`config.mk`:
```
export PLATFORM = sky130hd
export DESIGN_NAME = bist_bridge
export DESIGN_NICKNAME = d
export VERILOG_FILES = /design/src/rtl/bist_bridge_pkg.sv /design/src/rtl/bist_bridge_decode.sv /design/src/rtl/bist_bridge_stage.sv /design/src/rtl/bist_bridge_ora.sv /design/src/rtl/bist_bridge.sv
export SDC_FILE = /design/constraint.sdc
export NUM_CORES = 1
export LEC_CHECK = 0
export ABC_AREA = 1
export BUFFER_PORTS_ARGS = -buffer_cell sky130_fd_sc_hd__buf_2
export CAP_MARGIN = 5
export CELL_PAD_IN_SITES_DETAIL_PLACEMENT = 1
export CELL_PAD_IN_SITES_GLOBAL_PLACEMENT = 1
export CORE_UTILIZATION = 33
export DETAILED_ROUTE_END_ITERATION = 7
export GPL_ROUTABILITY_DRIVEN = 1
export PLACE_DENSITY = 0.85
export SYNTH_ARGS = -nofsm -noshare
export SYNTH_HDL_FRONTEND = slang
export SYNTH_SLANG_ARGS = --single-unit
```
`constraint.sdc`:
```
create_clock -name clk_i -period 1.1 [get_ports clk_i]
set_input_delay 0.22 -clock clk_i [delete_from_list [all_inputs] [get_ports clk_i]]
set_output_delay 0.22 -clock clk_i [all_outputs]
set_load 0.01 [all_outputs]
```
`src/rtl/bist_bridge_pkg.sv`:
```
package bist_bridge_pkg;
  localparam int BUS_W = 8;
  localparam int SEL_N = 16;

  // select line numbers; fixed by software convention
  localparam int SEL_CLR  = 0;
  localparam int SEL_STG1 = 1;
  localparam int SEL_STG2 = 2;
  localparam int SEL_STEP = 3;
  localparam int SEL_SCAN = 4;

  typedef struct packed {
    logic clr;
    logic ld1;
    logic ld2;
    logic step;
    logic scan;
  } cmd_t;
endpackage

```
`src/rtl/bist_bridge_decode.sv`:
```
module bist_bridge_decode
  import bist_bridge_pkg::*;
#(
  parameter int SEL_W = SEL_N
) (
  input  logic             wr_stb_i,
  input  logic             rd_stb_i,
  input  logic [SEL_W-1:0] sel_i,
  output cmd_t             cmd_o
);
  logic one_sel, wr_q, rd_q;

  always_comb begin
    one_sel = $onehot(sel_i);
    wr_q    = wr_stb_i & ~rd_stb_i & one_sel;
    rd_q    = rd_stb_i & ~wr_stb_i & one_sel;
    cmd_o.clr  = wr_q & sel_i[SEL_CLR];
    cmd_o.ld1  = wr_q & sel_i[SEL_STG1];
    cmd_o.ld2  = wr_q & sel_i[SEL_STG2];
    cmd_o.step = wr_q & sel_i[SEL_STEP];
    cmd_o.scan = rd_q & sel_i[SEL_SCAN];
  end
endmodule

```
`src/rtl/bist_bridge_stage.sv`:
```
module bist_bridge_stage #(
  parameter int BYTE_W = 8,
  parameter int NREG   = 2
) (
  input  logic                   clk_i,
  input  logic                   rst_ni,
  input  logic [NREG-1:0]        ld_i,
  input  logic [BYTE_W-1:0]      bus_i,
  output logic [NREG*BYTE_W-1:0] q_o
);
  for (genvar g = 0; g < NREG; g++) begin : g_reg
    logic [BYTE_W-1:0] r_q;
    always_ff @(posedge clk_i or negedge rst_ni) begin
      if (!rst_ni)    r_q <= '0;
      else if (ld_i[g]) r_q <= bus_i;
    end
    assign q_o[g*BYTE_W +: BYTE_W] = r_q;
  end
endmodule

```
`src/rtl/bist_bridge_ora.sv`:
```
module bist_bridge_ora #(
  parameter int RESP_W = 16,
  parameter int BYTE_W = 8
) (
  input  logic              clk_i,
  input  logic              rst_ni,
  input  logic              clr_i,
  input  logic              cap_i,
  input  logic              scan_i,
  input  logic [RESP_W-1:0] resp_a_i,
  input  logic [RESP_W-1:0] resp_b_i,
  output logic [BYTE_W-1:0] rd_data_o
);
  localparam int NBYTE   = (RESP_W + BYTE_W - 1) / BYTE_W;
  localparam int CHAIN_W = NBYTE * BYTE_W;

  logic [CHAIN_W-1:0] chain_q, diff, hit;
  logic [BYTE_W-1:0]  rd_q;

  always_comb begin
    diff = '0;
    diff[RESP_W-1:0] = resp_a_i ^ resp_b_i;
    hit = cap_i ? diff : '0;
  end

  // fail bits double as the scan chain, low byte first
  always_ff @(posedge clk_i or negedge rst_ni) begin
    if (!rst_ni) begin
      chain_q <= '0;
      rd_q    <= '0;
    end else if (clr_i) begin
      chain_q <= '0;
    end else if (scan_i) begin
      rd_q    <= chain_q[BYTE_W-1:0];
      chain_q <= (chain_q >> BYTE_W) | hit;
    end else begin
      chain_q <= chain_q | hit;
    end
  end

  assign rd_data_o = rd_q;
endmodule

```
`src/rtl/bist_bridge.sv`:
```
module bist_bridge
  import bist_bridge_pkg::*;
#(
  parameter int RESP_W = 16,
  parameter int DATA_W = 6
) (
  input  logic              clk_i,
  input  logic              rst_ni,
  input  logic [7:0]        bus_i,
  input  logic              wr_stb_i,
  input  logic              rd_stb_i,
  input  logic [15:0]       sel_i,
  input  logic [RESP_W-1:0] resp_a_i,
  input  logic [RESP_W-1:0] resp_b_i,
  output logic [7:0]        tpg_addr_o,
  output logic [DATA_W-1:0] tpg_data_o,
  output logic              tpg_we_o,
  output logic              tpg_oe_o,
  output logic              bist_ce_o,
  output logic [7:0]        rd_data_o
);
  localparam int NREG   = 2;
  localparam int WE_BIT = BUS_W + DATA_W;
  localparam int OE_BIT = WE_BIT + 1;

  cmd_t                   cmd;
  logic [NREG*BUS_W-1:0]  stg;
  logic                   ce_q;
  logic [BUS_W*NREG-1:0]  stg_unused;

  bist_bridge_decode #(.SEL_W(SEL_N)) u_dec (
    .wr_stb_i (wr_stb_i),
    .rd_stb_i (rd_stb_i),
    .sel_i    (sel_i),
    .cmd_o    (cmd)
  );

  bist_bridge_stage #(.BYTE_W(BUS_W), .NREG(NREG)) u_stage (
    .clk_i  (clk_i),
    .rst_ni (rst_ni),
    .ld_i   ({cmd.ld2, cmd.ld1}),
    .bus_i  (bus_i),
    .q_o    (stg)
  );

  // step strobe becomes a single enable pulse on the following clock
  always_ff @(posedge clk_i or negedge rst_ni) begin
    if (!rst_ni) ce_q <= 1'b0;
    else         ce_q <= cmd.step;
  end

  bist_bridge_ora #(.RESP_W(RESP_W), .BYTE_W(BUS_W)) u_ora (
    .clk_i     (clk_i),
    .rst_ni    (rst_ni),
    .clr_i     (cmd.clr),
    .cap_i     (ce_q),
    .scan_i    (cmd.scan),
    .resp_a_i  (resp_a_i),
    .resp_b_i  (resp_b_i),
    .rd_data_o (rd_data_o)
  );

  assign stg_unused = stg;
  assign tpg_addr_o = stg[BUS_W-1:0];
  assign tpg_data_o = stg[BUS_W +: DATA_W];
  assign tpg_we_o   = stg[WE_BIT];
  assign tpg_oe_o   = stg[OE_BIT];
  assign bist_ce_o  = ce_q;
endmodule

```
# After elaboration in Yosys (flattened, before gate mapping)

Cells that the tools add are included.

Bits in registers: 41
Output and inout bits: 25
Input port bits: 60

Multiplexer cells: 3
Equality and inequality tests: 1
Reductions and logical operators: 1
Bitwise logic cells: 15
Add/subtract/negate cells: 15

Operators with widths:

| kind                                                                  | number |
|---|---|
| 16-bit 2-to-1 mux                                                     | 3 |
| 5-bit adder                                                           | 7 |
| 1-bit by 1-bit adder with 2-bit output                                | 8 |
| 16-bit OR                                                             | 1 |
| 8-bit by 16-bit OR with 16-bit output                                 | 1 |
| 16-bit XOR                                                            | 1 |
| 1-bit bitwise AND                                                     | 9 |
| 5-bit by 1-bit equality test with 1-bit output, second input constant | 1 |
| 1-bit inverter                                                        | 3 |
| 2-bit AND reduction                                                   | 1 |

# Logic depth before layout (Yosys ltp)

Depth after elaboration: 9
Depth in mapped cells: 19
Gate-level depth less buffers: 18

# Hierarchy

From an unflattened synthesis, not the netlist that was laid out.

Cells, all modules: 324
Area, all modules: 2443.6 um^2

By module, submodules not included:

| module             | cells each | area each (um^2) | times used | seq. area each (um^2) |
|---|---|---|---|---|
| bist_bridge_ora    | 194        | 1357.6           | 1          | 600.6 |
| bist_bridge_stage  | 68         | 610.6            | 1          | 400.4 |
| bist_bridge_decode | 61         | 450.4            | 1          | 0.0 |
| bist_bridge        | 1          | 25.0             | 1          | 25.0 |

# Worst setup path before layout

No wires, ideal clock.

Path type: input-to-reg
Start point: input sel_i[14]
End point: register u_ora.chain_q[10]
Path buffers: 1
Library setup time: 125 ps
Data arrival time: 3991 ps
Slack: -3017 ps
Stages: 16
Data required time: 975 ps
Path through: ha_1 -> inv_1 -> fa_1 -> fa_1 -> fa_1 -> inv_1 -> fa_1 -> ha_1 -> fa_1 -> nor2_2 -> nand2_1 -> nor2_4 -> buf_6 -> nand3_2 -> nor2_4 -> a21oi_1

Longest elaborated chain between the ends: 9
Elaborated cells between the ends (all ways): 11

RTL lines:

| what                                                           | RTL line                 | RTL |
|---|---|---|
| from (decl)                                                    | bist_bridge.sv:12        | `input logic [15:0] sel_i,` |
| 1-bit by 1-bit adder with 2-bit output (implied by the code) * | bist_bridge_decode.sv:14 | `one_sel = $onehot(sel_i);` |
| 5-bit adder (implied by the code) * (3 in series)              | bist_bridge_decode.sv:14 |  |
| 5-bit by 1-bit equality test with 1-bit output *               | bist_bridge_decode.sv:14 |  |
| 1-bit bitwise AND                                              | bist_bridge_decode.sv:16 | `rd_q = rd_stb_i & ~wr_stb_i & one_sel;` |
| 1-bit bitwise AND                                              | bist_bridge_decode.sv:21 | `cmd_o.scan = rd_q & sel_i[SEL_SCAN];` |
| 16-bit 2-to-1 mux                                              | bist_bridge_ora.sv:33    | `end else if (scan_i) begin` |
| 16-bit 2-to-1 mux *                                            | bist_bridge_ora.sv:31    | `end else if (clr_i) begin` |
| to (signal assigned)                                           | bist_bridge_ora.sv:35    | `chain_q <= (chain_q >> BYTE_W) \| hit;` |
| to (signal assigned)                                           | bist_bridge_ora.sv:37    | `chain_q <= chain_q \| hit;` |
| to (decl)                                                      | bist_bridge_ora.sv:17    | `logic [CHAIN_W-1:0] chain_q, diff, hit;` |

Every way passes the cells marked *; elsewhere a longest branch is shown, timed or not.
A chain may end at the register's enable or synchronous reset.

# Final worst setup path

Start point: input sel_i[4]
End point: register u_ora.chain_q[14]

Longest elaborated chain between the ends: 9
Elaborated cells between the ends (all ways): 11

RTL lines:

| what                                                         | RTL line |
|---|---|
| 1-bit by 1-bit adder with 2-bit output (implied by the code) | bist_bridge_decode.sv:14 |
| 5-bit adder (implied by the code) (3 in series)              | bist_bridge_decode.sv:14 |
| 5-bit by 1-bit equality test with 1-bit output               | bist_bridge_decode.sv:14 |
| 1-bit bitwise AND                                            | bist_bridge_decode.sv:16 |
| 1-bit bitwise AND                                            | bist_bridge_decode.sv:21 |
| 16-bit 2-to-1 mux                                            | bist_bridge_ora.sv:33 |
| 16-bit 2-to-1 mux *                                          | bist_bridge_ora.sv:31 |

Marked as above.

==> out/metrics.cfg <==
[worst_setup_path]
path_cells = buf_8 > ha_4 > inv_2 > fa_1 > inv_2 > fa_2 > inv_2 > fa_1 > inv_2 > fa_1 > ha_2 > fa_1 > nor2_2 > nand2_2 > nor2_4 > buf_6 > nand3_4 > nor2_4 > a21oi_1
crit_family = adder cells
crit_slowest_cell = fa_1
critPathMaxStageDelay_ps = 550
cp-end-kind = flop
worst-path-max-fanout = 8
critPathKind = in -> reg
crit_path_start_kind = input pin
worstPathArrival_ps = 4070
cp.required_ps = 1270
path_buf_inv = 6

[run_status]
status = finished, violations left
violations = setup timing

[sta]
finalCriticalPeriod_ps = 3896
fin_ws_ps = -2796
slew_viol_final = 0
hold_viol_final = 0
max_freq_ghz = 0.2567
setup-violations-final = 42
fin_tns_setup_ps = -111690
clock_skew_ps = 6.404
whs_ps = 195.0
rsz0062_at_grt = yes
post-route-period-util = 3.541
relSlewSlack = 0.8102
tightestPinTransition_ps = 284.0

[placement]
dpl.cell_count = 494
pre_cts_ws_ps = -3192
gp_congestion = 0.7770
io_buffers = 84
dpl.hpwl_um = 5299

[power_and_ir_drop]
clkPwrFrac = 0.131
switchingPower_mw = 3.023
seq_power_share = 0.306
ir_worst_vdd_mv = 0.8016
p_sw_frac = 0.4091
combPwrFrac = 0.563
p_per_area_mw_per_mm2 = 1990
intPower_mw = 4.366
p_leak_nw = 1.915

[logic_synthesis]
synth_area_per_cell_sq_um = 8.572
seq_area_frac_synth = 0.3963
netlist_top_cells_area = dfrtp_1 (40%), nand2_1 (11%), fa_1 (8.5%), inv_1 (7.1%), ha_1 (6.3%)
synthesis.area_sq_mm = 0.002589
yosys.area.top_type_share = 0.3963
syn_inst = 302
ys_types = 21
synth_nets = 386
synth_most_common_cell = nand2_1
synth_ff_type = dfrtp_1
post-synth-top-area-cell = dfrtp_1
synth_edf_count = 0
yosysWarningCount = 0
ys_ff_latch = 41
synthTopCellsByCount = nand2_1 (75), inv_1 (49), nor2_1 (43), dfrtp_1 (41), o21ai_2 (16)
synthArstFlopShare = 1.000

[clocking]
cts_buffers = 5
clock-root-buffer = clkbuf_8
cts_tree = yes
clk_latency_ps = 300
cts.clk_slew.worst_paths_ps = 80
clockBufferDepth = 2
clkSinkCount = 41
htree_num_levels = 2

[die]
die_y_um = 90.57
coreArea_sq_mm = 0.007408
rows = 31
start_util = 0.3494
die_area_sq_mm = 0.008203
top_level_ports = 85
die_w_um = 90.57

[cells_and_area]
fillers = 898
diodes = 0
nets = 498
instances_no_fill = 514
multi_input_area_sq_mm = 0.001484
seqCellArea_sq_mm = 0.001026
drive_above_1_share = 0.4795
syn_to_final_growth_pct = 43.40
fin_util = 0.5011

[grt]
grt.overflow.total = 0
grt_first_pass_wirelength_um = 11460
antenna_found_initial = 0
grt_usage = 0.1732
grt_max_degree = 42
grt_pass1_vias = 2562

[worst_hold_path]
hp-class = in -> reg

[routing]
via_per_inst = 4.591
wl_per_cell_um = 13.54
wirelength_um = 6962
drt-initial-drc-count = 64
vias = 2360
drc_errors = 0
ant_nets = 0
dr.pass1.iters = 4

[run]
drv_cap = 0

power groups by stage:
stage | Sequential, mW | Combinational (mW) | Clock (mW)
after floorplan | 2.34 | 2.25 | 0
after global placement | 2.24 | 3.31 | 0
after detailed placement | 2.26 | 3.60 | 0
after CTS | 2.26 | 3.92 | 1.01
after global routing | 2.31 | 4.59 | 1.06
final | 2.26 | 4.16 | 0.966
state kept, by name, indices dropped and copies added, names as in the netlist:
name	cells
bist_ce_o	1
u_ora.rd_data_o	8
u_stage.g.r_q	16
u_ora.chain_q	16
cell type report:
class / instances / area share
multi-input combinational: 202 / 0.3997
sequential: 41 / 0.2764
timing repair buffer: 114 / 0.2177
inverter: 50 / 0.05056
tap: 99 / 0.03337
clock buffer: 6 / 0.01955
clock inverter: 2 / 0.002696
final timing paths:
| path | cells past startpoint | slack, ps | from | to |
|---|---|---|---|---|
| max in group asynchronous | 3 | 440 | rst_ni | u_stage.g_reg[1].r_q[4]$_DFFE_PN0P_ |
| min in group asynchronous | 3 | 430 | rst_ni | u_ora.chain_q[1]$_DFF_PN0_ |
| setup / recovery | 19 | -2800 | sel_i[4] | u_ora.chain_q[14]$_DFF_PN0_ |
| hold reg to reg | 2 | 490 | u_ora.rd_data_o[5]$_DFFE_PN0P_ | u_ora.rd_data_o[5]$_DFFE_PN0P_ |
| setup reg to reg | 8 | -80 | bist_ce_o$_DFF_PN0_ | u_ora.chain_q[3]$_DFF_PN0_ |
| hold / removal | 3 | 200 | bus_i[6] | u_stage.g_reg[0].r_q[6]$_DFFE_PN0P_ |
cell usage in the layout (no fill, tap or decap), types with 8 or more instances in the layout:
master and n:
fa_1 8, nand2_1 57, buf_4 20, dfrtp_1 41, xor2_1 8, nand4_1 8, buf_2 72, buf_6 14
nand2_2 19, inv_1 34, nor2_1 42, inv_2 16, o21ai_2 17
through the flow:
stage / power (mW) / cell area, sq um
final: 7.389 / 3712
after CTS: 7.198 / 3590
after global placement: 5.546 / 3353
after global routing: 7.963 / 3712
after floorplan: 4.591 / 2700
after detailed placement: 5.856 / 3353
logic make-up (layout without fill, tap and decap cells):
logic type,after synthesis,count (layout),share of synthesized area
buffers and inverters,59,172,0.09666
adder cells (fa/ha/maj),24,24,0.1479
flip-flops,41,41,0.3963
AND/OR/NAND/NOR,138,138,0.2470
XOR/XNOR,8,8,0.02707
AO/OA/AOI/OAI,32,32,0.08506
routing by layer:
metal	GRT usage	vias to the layer above	part of all wire
li1	-	1145	-
met1	0.2000	1138	0.40
met2	0.3207	71	0.54
met3	0.04040	6	0.052
met4	0.04032	0	0.0070
met5	0	-	0
repair_timing:
action | in CTS | in global routing
resized for setup | 34 | 21
gates cloned | 1 | 0
hold buffers | 1 | 0
endpoints found under the hold margin | 41 | 0
setup endpoints to repair | 42 | 47
pin swaps | 6 | 7
setup buffers | 3 | 7
tightest hold or removal path: stages:
cell     delay [ps]
buf_2            70
inv_1            50
o21ai_2         120
Note: power is estimated with default switching activity, not from simulation.
